<file path="src/rtl/flash_cmd_pkg.sv">
package flash_cmd_pkg;

  typedef enum logic [3:0] {
    S_IDLE,
    S_UNL1,
    S_CMD,
    S_ER_A,
    S_ER_B,
    S_ER_FIN,
    S_PR_A,
    S_PR_B,
    S_PR_FIN
  } dec_state_t;

  typedef enum logic [1:0] {
    MODE_ARRAY  = 2'b00,
    MODE_IDENT  = 2'b01,
    MODE_STATUS = 2'b10
  } rd_mode_t;

  localparam int CMP_W  = 15;
  localparam int CODE_W = 8;

  localparam logic [CMP_W-1:0] ADDR_KEY_A = 15'h5555;
  localparam logic [CMP_W-1:0] ADDR_KEY_B = 15'h2AAA;

  localparam logic [CODE_W-1:0] KEY_A       = 8'hAA;
  localparam logic [CODE_W-1:0] KEY_B       = 8'h55;
  localparam logic [CODE_W-1:0] OP_ARRAY    = 8'hF0;
  localparam logic [CODE_W-1:0] OP_IDENT    = 8'h90;
  localparam logic [CODE_W-1:0] OP_STATUS   = 8'h70;
  localparam logic [CODE_W-1:0] OP_PROG     = 8'hA0;
  localparam logic [CODE_W-1:0] OP_CLEAR    = 8'h50;
  localparam logic [CODE_W-1:0] OP_ABORT    = 8'hE0;
  localparam logic [CODE_W-1:0] OP_ER_SETUP = 8'h80;
  localparam logic [CODE_W-1:0] OP_PR_SETUP = 8'h60;
  localparam logic [CODE_W-1:0] OP_CHIP     = 8'h10;
  localparam logic [CODE_W-1:0] OP_SECT     = 8'h30;
  localparam logic [CODE_W-1:0] OP_LOCK     = 8'h20;
  localparam logic [CODE_W-1:0] OP_UNLOCK   = 8'h40;

  localparam int REQ_PROG   = 0;
  localparam int REQ_CHIP   = 1;
  localparam int REQ_SECT   = 2;
  localparam int REQ_LOCK   = 3;
  localparam int REQ_UNLOCK = 4;
  localparam int REQ_CLEAR  = 5;
  localparam int REQ_ABORT  = 6;
  localparam int N_REQ      = 7;

endpackage

</file>
<file path="src/rtl/flash_cmd_rst_sync.sv">
module flash_cmd_rst_sync #(
  parameter int STAGES = 2
) (
  input  logic clk,
  input  logic rst_n,
  output logic rst_n_sync
);
  logic [STAGES-1:0] chain_q;

  always_ff @(posedge clk or negedge rst_n) begin
    if (!rst_n) chain_q <= '0;
    else        chain_q <= {chain_q[STAGES-2:0], 1'b1};
  end

  assign rst_n_sync = chain_q[STAGES-1];
endmodule

</file>
<file path="src/rtl/flash_cmd_match.sv">
module flash_cmd_match
  import flash_cmd_pkg::*;
(
  input  logic [CMP_W-1:0]  addr_lo,
  input  logic [CODE_W-1:0] data,
  output logic              hit_key_a,
  output logic              hit_key_b,
  output logic              at_cmd_addr
);
  logic at_a, at_b;

  always_comb begin
    at_a        = (addr_lo == ADDR_KEY_A);
    at_b        = (addr_lo == ADDR_KEY_B);
    at_cmd_addr = at_a;
    hit_key_a   = at_a && (data == KEY_A);
    hit_key_b   = at_b && (data == KEY_B);
  end
endmodule

</file>
<file path="src/rtl/flash_cmd_fsm.sv">
module flash_cmd_fsm
  import flash_cmd_pkg::*;
#(
  parameter int SECT_W = 5
) (
  input  logic              clk,
  input  logic              rst_n,
  input  logic              wr_en,
  input  logic              busy,
  input  logic              hit_key_a,
  input  logic              hit_key_b,
  input  logic              at_cmd_addr,
  input  logic [CODE_W-1:0] code,
  input  logic [SECT_W-1:0] sect_in,
  output rd_mode_t          mode,
  output logic [N_REQ-1:0]  req,
  output logic [SECT_W-1:0] sect
);
  dec_state_t        state_q, state_d;
  rd_mode_t          mode_q, mode_d;
  logic [N_REQ-1:0]  req_q, req_d;
  logic [SECT_W-1:0] sect_q;
  logic              sect_we;
  logic              sect_edge;

  assign sect_edge = (&sect_in) || (~|sect_in);

  always_comb begin
    state_d = state_q;
    mode_d  = mode_q;
    req_d   = '0;
    sect_we = 1'b0;
    if (wr_en) begin
      state_d = S_IDLE;
      unique case (state_q)
        S_IDLE:  if (hit_key_a) state_d = S_UNL1;
        S_UNL1:  if (hit_key_b) state_d = S_CMD;
        S_CMD: begin
          if (at_cmd_addr) begin
            if (code == OP_STATUS) begin
              mode_d = MODE_STATUS;
            end else if (code == OP_ABORT) begin
              req_d[REQ_ABORT] = 1'b1;
              mode_d           = MODE_STATUS;
            end else if (!busy) begin
              case (code)
                OP_ARRAY:    mode_d = MODE_ARRAY;
                OP_IDENT:    mode_d = MODE_IDENT;
                OP_PROG: begin
                  req_d[REQ_PROG] = 1'b1;
                  mode_d          = MODE_STATUS;
                end
                OP_CLEAR:    req_d[REQ_CLEAR] = 1'b1;
                OP_ER_SETUP: state_d = S_ER_A;
                OP_PR_SETUP: state_d = S_PR_A;
                default:     state_d = S_IDLE;
              endcase
            end
          end
        end
        S_ER_A:  if (hit_key_a) state_d = S_ER_B;
        S_ER_B:  if (hit_key_b) state_d = S_ER_FIN;
        S_ER_FIN: begin
          if (!busy) begin
            if (code == OP_CHIP && at_cmd_addr) begin
              req_d[REQ_CHIP] = 1'b1;
              mode_d          = MODE_STATUS;
            end else if (code == OP_SECT) begin
              req_d[REQ_SECT] = 1'b1;
              mode_d          = MODE_STATUS;
              sect_we         = 1'b1;
            end
          end
        end
        S_PR_A:  if (hit_key_a) state_d = S_PR_B;
        S_PR_B:  if (hit_key_b) state_d = S_PR_FIN;
        S_PR_FIN: begin
          if (!busy && sect_edge) begin
            if (code == OP_LOCK) begin
              req_d[REQ_LOCK] = 1'b1;
              mode_d          = MODE_STATUS;
              sect_we         = 1'b1;
            end else if (code == OP_UNLOCK) begin
              req_d[REQ_UNLOCK] = 1'b1;
              mode_d            = MODE_STATUS;
              sect_we           = 1'b1;
            end
          end
        end
        default: state_d = S_IDLE;
      endcase
    end
  end

  always_ff @(posedge clk or negedge rst_n) begin
    if (!rst_n) begin
      state_q <= S_IDLE;
      mode_q  <= MODE_ARRAY;
      req_q   <= '0;
      sect_q  <= '0;
    end else begin
      state_q <= state_d;
      mode_q  <= mode_d;
      req_q   <= req_d;
      if (sect_we) sect_q <= sect_in;
    end
  end

  assign mode = mode_q;
  assign req  = req_q;
  assign sect = sect_q;
endmodule

</file>
<file path="src/rtl/flash_cmd_decoder.sv">
module flash_cmd_decoder
  import flash_cmd_pkg::*;
#(
  parameter int ADDR_W = 20,
  parameter int SECT_W = 5
) (
  input  logic              clk,
  input  logic              rst_n,
  input  logic              wr_en,
  input  logic [ADDR_W-1:0] wr_addr,
  input  logic [7:0]        wr_data,
  input  logic              busy,
  output logic [1:0]        rd_mode,
  output logic              req_prog,
  output logic              req_chip_erase,
  output logic              req_sect_erase,
  output logic              req_protect,
  output logic              req_unprotect,
  output logic              req_clr_status,
  output logic              req_abort,
  output logic [SECT_W-1:0] sect_addr
);
  localparam int SECT_LSB = ADDR_W - SECT_W;

  logic             rst_n_int;
  logic             hit_a, hit_b, at_cmd;
  rd_mode_t         mode;
  logic [N_REQ-1:0] req;

  flash_cmd_rst_sync #(.STAGES(2)) u_rst (
    .clk(clk), .rst_n(rst_n), .rst_n_sync(rst_n_int)
  );

  flash_cmd_match u_match (
    .addr_lo(wr_addr[CMP_W-1:0]),
    .data(wr_data),
    .hit_key_a(hit_a),
    .hit_key_b(hit_b),
    .at_cmd_addr(at_cmd)
  );

  flash_cmd_fsm #(.SECT_W(SECT_W)) u_fsm (
    .clk(clk),
    .rst_n(rst_n_int),
    .wr_en(wr_en),
    .busy(busy),
    .hit_key_a(hit_a),
    .hit_key_b(hit_b),
    .at_cmd_addr(at_cmd),
    .code(wr_data),
    .sect_in(wr_addr[ADDR_W-1:SECT_LSB]),
    .mode(mode),
    .req(req),
    .sect(sect_addr)
  );

  assign rd_mode        = mode;
  assign req_prog       = req[REQ_PROG];
  assign req_chip_erase = req[REQ_CHIP];
  assign req_sect_erase = req[REQ_SECT];
  assign req_protect    = req[REQ_LOCK];
  assign req_unprotect  = req[REQ_UNLOCK];
  assign req_clr_status = req[REQ_CLEAR];
  assign req_abort      = req[REQ_ABORT];
endmodule

</file>
<file path="config.mk">
export PLATFORM = sky130hd
export DESIGN_NAME = flash_cmd_decoder
export DESIGN_NICKNAME = d
export VERILOG_FILES = /design/src/rtl/flash_cmd_pkg.sv /design/src/rtl/flash_cmd_rst_sync.sv /design/src/rtl/flash_cmd_match.sv /design/src/rtl/flash_cmd_fsm.sv /design/src/rtl/flash_cmd_decoder.sv
export SDC_FILE = /design/constraint.sdc
export NUM_CORES = 1
export LEC_CHECK = 0
export ABC_AREA = 0
export BUFFER_PORTS_ARGS = -buffer_cell sky130_fd_sc_hd__buf_2
export CORE_ASPECT_RATIO = 0.7
export CORE_MARGIN = 8
export CORE_UTILIZATION = 54
export CTS_CLUSTER_SIZE = 28
export DETAILED_ROUTE_END_ITERATION = 16
export GPL_TIMING_DRIVEN = 0
export PLACE_DENSITY = 0.87
export SYNTH_ARGS = -nofsm -noshare
export SYNTH_HDL_FRONTEND = slang
export SYNTH_SLANG_ARGS = --single-unit
</file>
<file path="constraint.sdc">
create_clock -name clk -period 2.3 [get_ports clk]
set_clock_uncertainty 0.2 [all_clocks]
set_input_delay 0.46 -clock clk [delete_from_list [all_inputs] [get_ports clk]]
set_output_delay 0.46 -clock clk [all_outputs]
set_load 0.03 [all_outputs]
</file>
==> results of run 1 <==
==> worst max-delay path, delay by kind of cell, from the launching register on <==
family	cells	cell delay, ns
multiplexers	1	0.38
buffers and inverters	1	0.16
AND/OR/NAND/NOR	2	0.68
flip-flops	1	0.33
AO/OA/AOI/OAI	2	0.39
==> worst max path at each step <==
stage	cells past startpoint	endpoint	slack, ns
2_1_floorplan	5	u_fsm.sect[0]	0.05
3_3_place_gp	7	u_fsm.mode[0]	-0.15
3_5_place_dp	6	u_fsm.sect[0]	-0.21
4_1_cts	6	u_fsm.sect[0]	0.004
5_1_grt	6	u_fsm.state_q[1]	-0.02
6_report	6	u_fsm.sect[0]	0.03
==> final cells by class <==
type	instances	area (um^2)
Timing Repair Buffer	49	260.3
Fill cell	156	651.9
Sequential cell	20	500.5
Multi-Input combinational cell	113	899.6
Clock inverter	1	30.03
Clock buffer	3	41.29
Inverter	4	15.01
Buffer	10	55.05
Tap cell	34	42.54
==> per-layer routing <==
| layer | wire length [um] | share of wire [%] | up-vias | GRT usage (%) |
|---|---|---|---|---|
| met3 | 483 | 11 | 11 | 5.152 |
| met1 | 1728 | 40 | 693 | 22.76 |
| met4 | 89 | 2.1 | 0 | 8.824 |
| met2 | 2034 | 47 | 116 | 29.66 |
| li1 | - | - | 676 | - |
| met5 | 0 | 0 | - | 0 |
==> registers in the layout, summed over array words and instances (netlist names) <==
name and flops:
u_fsm.sect 5, u_fsm.mode 2, u_rst.chain_q 2, u_fsm.state_q 4
u_fsm.req 7
==> through the flow <==
stage               hold slack [ns]  instances  util, %  worst slack, ns
floorplan                  -0.03559        147        -          0.04803
global placement            0.04504        225    68.32          -0.1511
detailed placement          0.04849        225    68.32          -0.2105
CTS                          0.1155        230    71.58         0.003768
global route                 0.1560        234    73.88         -0.02121
finish                      0.08981        234    73.88          0.03488
==> kinds of logic (layout without fill, tap and decap cells) <==
group	Yosys count	after routing
xor gates and xnor gates	3	3
muxes	9	9
buffers and inverters	14	67
AOI/OAI and AO/OA	24	24
DFF	20	20
other	1	1
and+or+nand+nor	76	76
==> layout by cell type (no fill, tap or decap), types with 2 or more instances in the layout <==
master    count
a32oi_1       2
nand3_1       3
buf_2        46
nor4b_1       4
nor3_1        7
nand3b_1      2
or4bb_1       2
nand2_1      11
mux2_1        6
nor2b_1       2
dfrtp_1      20
nor2_1       10
and3b_1       3
clkbuf_8      3
nor4_1        4
nand4_1       5
xnor2_1       2
nor3_2        2
nand2b_1      2
nor4bb_1      4
inv_1         4
clkbuf_1      3
or4b_4        2
buf_4         7
o211ai_1      4
nor4_2        2
==> report_power, final <==
group,switching [mW],internal (mW)
registers,0.00598,0.353
clock network,0.114,0.232
logic,0.0551,0.0416
total,0.175,0.627
==> repair_timing <==
action,CTS,global route
endpoints found under the setup margin,0,9
setup buffers,0,4
endpoints found under the hold margin,2,0
gates resized for setup,0,6
hold buffers,1,0
==> flow_metrics.env, run 1 <==
export IMPL_finalWirelength_mm=4.336
export IMPL_fp_row_count=15
export IMPL_clk_insertion_delay_late_ns=0.26
export IMPL_htree_num_levels=1
export IMPL_synth_seq_area_share_pct=34.69
export IMPL_synth_area_per_cell_um2=9.814
export IMPL_path_cells="buf_4 > or4b_4 > nor3_1 > a21oi_1 > a21oi_4 > mux2_2"
export IMPL_status="finished clean"
export IMPL_drtIter0Drc=187
export IMPL_r2r_slack_ns=0.03
export IMPL_synth_nets=179
export IMPL_synth_seq_cells=20
export IMPL_vdd_drop_max_uv=260.7
export IMPL_via_per_inst=6.393
export IMPL_synth_compound_area_share_pct=13.88
export IMPL_cp_end_kind="flop"
export IMPL_synth_cell_types=57
export IMPL_nets=233
export IMPL_synth_simple_gate_area_share_pct=36.95
export IMPL_fin_area_mm2=0.001844
export IMPL_ant_nets=0
export IMPL_grt_usage_pct=18.59
export IMPL_slew_viol_final=0
export IMPL_synthXorXnorAreaFrac_pct=1.821
export IMPL_r2r_end="u_fsm.sect[0]"
export IMPL_hold_class="flop to async pin"
export IMPL_cts_max_path_buffers=2
export IMPL_coreArea_mm2=0.002496
export IMPL_cp_max_fo=9
export IMPL_synth_most_common_cell="dfrtp_1"
export IMPL_grt_max_degree=19
export IMPL_vias=1496
export IMPL_wl_per_cell_um=18.53
export IMPL_crit_path_max_incr_delay_ns=0.50
export IMPL_gr_total_overflow=0
export IMPL_synth_edf_count=0
export IMPL_power_density_mw_per_mm2=434.8
export IMPL_finalCritPeriodShare_pct=98.48
export IMPL_synth_flop_cell="dfrtp_1"
export IMPL_finalSetupTns_ns=0
export IMPL_syn2layout_area_growth_pct=27.84
export IMPL_critPathLaunch="u_fsm.state_q[3]"
export IMPL_cts_tree="yes"
export IMPL_dieHeight_um=59.25
export IMPL_hold_viol=0
export IMPL_hpwl_mm=3.213
export IMPL_antenna_found_initial=0
export IMPL_netlist_area_leader_share_pct=34.69
export IMPL_dr_pass1_iters=5
export IMPL_grt_pass1_vias=1489
export IMPL_start_kind="flop"
export IMPL_worstReg2RegStart="u_fsm.state_q[3]"
export IMPL_io_pins=46
export IMPL_ff2ff_path_depth=6
export IMPL_grt_first_pass_wirelength_mm=6.955
export IMPL_ys_warn_count=0
export IMPL_die_w_um=77.78
export IMPL_synth_top_family_by_area="simple AND/OR/NAND/NOR gates"
export IMPL_clkTransAtPathRegs_ns=0.07
export IMPL_maxCapViolations=0
export IMPL_period_needed_ns=2.265
export IMPL_setup_viol=0
export IMPL_numCtsBuffers=3
export IMPL_leakage_nw=0.8189
export IMPL_critPathArrivalTime_ns=2.21
export IMPL_critPathRequiredTime_ns=2.24
export IMPL_yosysTopAreaCell="dfrtp_1"
export IMPL_slew_headroom_pct=53.35
export IMPL_worstMarginPinSlew_ns=0.6998
export IMPL_timing_fmax_mhz=441.5
export IMPL_synth_area_leaders="dfrtp_1 35%, mux2_1 5.5%, nand2_1 2.9%"
export IMPL_final_layout_size_suffix_gt1_share_pct=38.00
export IMPL_yosys_area_share_adder_pct=0
export IMPL_synth_common_cells="20 x dfrtp_1, 11 x nand2_1, 11 x nor2_1, 7 x mux2_1, 7 x nor3_1"
export IMPL_portBuffers=44
export IMPL_clock_sinks=20
export IMPL_root_buffer="clkbuf_8"
export IMPL_syn_inst=147
export IMPL_place_area_mm2=0.001705
export IMPL_synth_area_mm2=0.001443
export IMPL_die_area_mm2=0.004608
export IMPL_start_util_pct=57.79
export IMPL_routabilityCongestion=0.9662
export IMPL_crit_type="flop to flop"
export IMPL_p_total_mw=0.8019
export IMPL_async_reset_ff_share_pct=100.0
export IMPL_drc=0
export IMPL_muxShareOfSynthArea_pct=7.719
export IMPL_crit_slowest_cell="or4b_4"
export IMPL_diodes=0
Note: power is estimated with default switching activity, not from simulation.
==> inputs of run 2 (changes only) <==
Settings changed: CORE_UTILIZATION 54 to 45, PLACE_DENSITY 0.87 to 0.75.
==> run 2 against run 1 <==
Die area grew 15%. Critical path depth unchanged. Sequential share of layout area increased by 0.62 points. Hold slack better by 0.019 ns. Sequential power barely moved. Non-clock buffer count down 3. Critical endpoint is now u_fsm.sect[2].
==> flow_metrics.env, run 2 (synthesis gave the netlist of run 1 again) <==
export IMPL_grt_pass1_vias=1514
export IMPL_fp_row_count=17
export IMPL_mostFrequentLayoutCell="buf_2"
export IMPL_cts_max_path_buffers=2
export IMPL_largest_reg_flops=7
export IMPL_dp_cells=229
export IMPL_hold_viol=0
export IMPL_grt_usage_pct=14.95
export IMPL_vias=1469
export IMPL_via_per_inst=6.278
export IMPL_hold_class="flop to async pin"
export IMPL_setup_ws_ns=0.05425
export IMPL_drc=0
export IMPL_portBuffers=44
export IMPL_start_kind="flop"
export IMPL_ant_nets=0
export IMPL_slew_viol_final=0
export IMPL_root_buffer="clkbuf_8"
export IMPL_finalNonFillerCells=234
export IMPL_crit_type="flop to flop"
export IMPL_critPathRequiredTime_ns=2.25
export IMPL_dieHeight_um=63.37
export IMPL_leakage_nw=0.7994
export IMPL_ff2ff_path_depth=6
export IMPL_setup_viol=0
export IMPL_routabilityCongestion=0.8999
export IMPL_critPathArrivalTime_ns=2.19
export IMPL_nets=230
export IMPL_power_density_mw_per_mm2=380.9
export IMPL_worstReg2RegStart="u_fsm.state_q[3]"
export IMPL_antenna_found_initial=0
export IMPL_grt_first_pass_wirelength_mm=6.775
export IMPL_post_place_ws_ns=-0.2376
export IMPL_cp_end_kind="flop"
export IMPL_wl_per_cell_um=17.90
export IMPL_worstMarginPinSlew_ns=0.7418
export IMPL_period_needed_ns=2.246
export IMPL_htree_num_levels=1
export IMPL_finalSetupTns_ns=0
export IMPL_final_cell_mix="45 x buf_2, 20 x dfrtp_1, 11 x nand2_1, 10 x nor2_1, 7 x mux2_1"
export IMPL_clock_sinks=20
export IMPL_dr_pass1_iters=10
export IMPL_maxCapViolations=0
export IMPL_vdd_drop_max_uv=159.8
export IMPL_final_layout_size_suffix_gt1_share_pct=35.71
export IMPL_r2r_slack_ns=0.05
export IMPL_syn2layout_area_growth_pct=24.98
export IMPL_io_pins=46
export IMPL_r2r_end="u_fsm.sect[2]"
export IMPL_numCtsBuffers=3
export IMPL_clkTransAtPathRegs_ns=0.07
export IMPL_grt_max_degree=19
export IMPL_cp_max_fo=9
export IMPL_fin_util_pct=58.06
export IMPL_timing_fmax_mhz=445.3
export IMPL_hpwl_mm=3.251
export IMPL_start_util_pct=46.45
export IMPL_drtIter0Drc=178
export IMPL_slew_headroom_pct=50.55
export IMPL_die_w_um=83.68
export IMPL_crit_path_end="u_fsm.sect[2]"
export IMPL_coreArea_mm2=0.003105
export IMPL_clk_insertion_delay_late_ns=0.26
export IMPL_cts_tree="yes"
export IMPL_gr_total_overflow=0
export IMPL_status="finished clean"
export IMPL_die_area_mm2=0.005302
export IMPL_critPathLaunch="u_fsm.state_q[3]"
export IMPL_diodes=0
export IMPL_finalWirelength_mm=4.188
export IMPL_finalCritPeriodShare_pct=97.64
==> run 2: how the worst min path moves through the flow <==
stage / startpoint / endpoint / slack [ns] / cells past startpoint
after floorplan: rst_n / u_rst.chain_q[0] / -0.04 / 0
after global placement: rst_n / u_rst.chain_q[1] / 0.04 / 1
after global routing: u_rst.chain_q[1] / u_fsm.mode[0] / 0.16 / 0
final: u_rst.chain_q[1] / u_fsm.mode[1] / 0.11 / 0
after detailed placement: rst_n / u_rst.chain_q[1] / 0.05 / 1
after CTS: u_rst.chain_q[1] / u_fsm.mode[1] / 0.13 / 0
==> run 2: through the flow <==
step	cell area [um^2]	power, mW	hold WS [ns]
final	1803	0.6868	0.1086
after global routing	1803	0.7055	0.1649
after CTS	1774	0.6848	0.1275
after detailed placement	1710	0.4588	0.04792
after global placement	1710	0.4530	0.04420
after floorplan	1443	0.4083	-0.03559
==> run 2: critical path, stage by stage, from the launching register on <==
cell and delay, ns:
dfrtp_1 0.33, buf_4 0.16, or4b_4 0.51, nor2_2 0.15
nand4_1 0.17, a21oi_4 0.26, mux2_1 0.35
==> run 2: layer usage <==
layer	GRT usage [%]	routed length, um	vias to the layer above
met5	0	0	-
met4	4.936	57	0
met3	4.108	439	9
met2	25.07	1958	102
met1	18.01	1733	688
li1	-	-	670
==> run 2: layout make-up <==
cell class	count	area (um^2)
Fill cell	267	1303
Multi-Input combinational cell	113	903.4
Sequential cell	20	500.5
Timing Repair Buffer	46	237.7
Buffer	10	57.56
Tap cell	38	47.55
Clock buffer	3	41.29
Inverter	4	15.01
==> run 2: timing repair <==
| action | in CTS | in global routing |
|---|---|---|
| pin swaps | 0 | 5 |
| buffers inserted | 0 | 1 |
| endpoints found under the setup margin | 2 | 8 |
| endpoints found under the hold margin | 2 | 0 |
| hold buffers | 1 | 0 |
| resized for setup | 1 | 6 |
==> run 2: power breakdown <==
group / switching (mW) / total (mW) / internal, mW
sequential: 0.00635 / 0.360 / 0.353
clock: 0.113 / 0.229 / 0.117
combinational: 0.0556 / 0.0977 / 0.0421
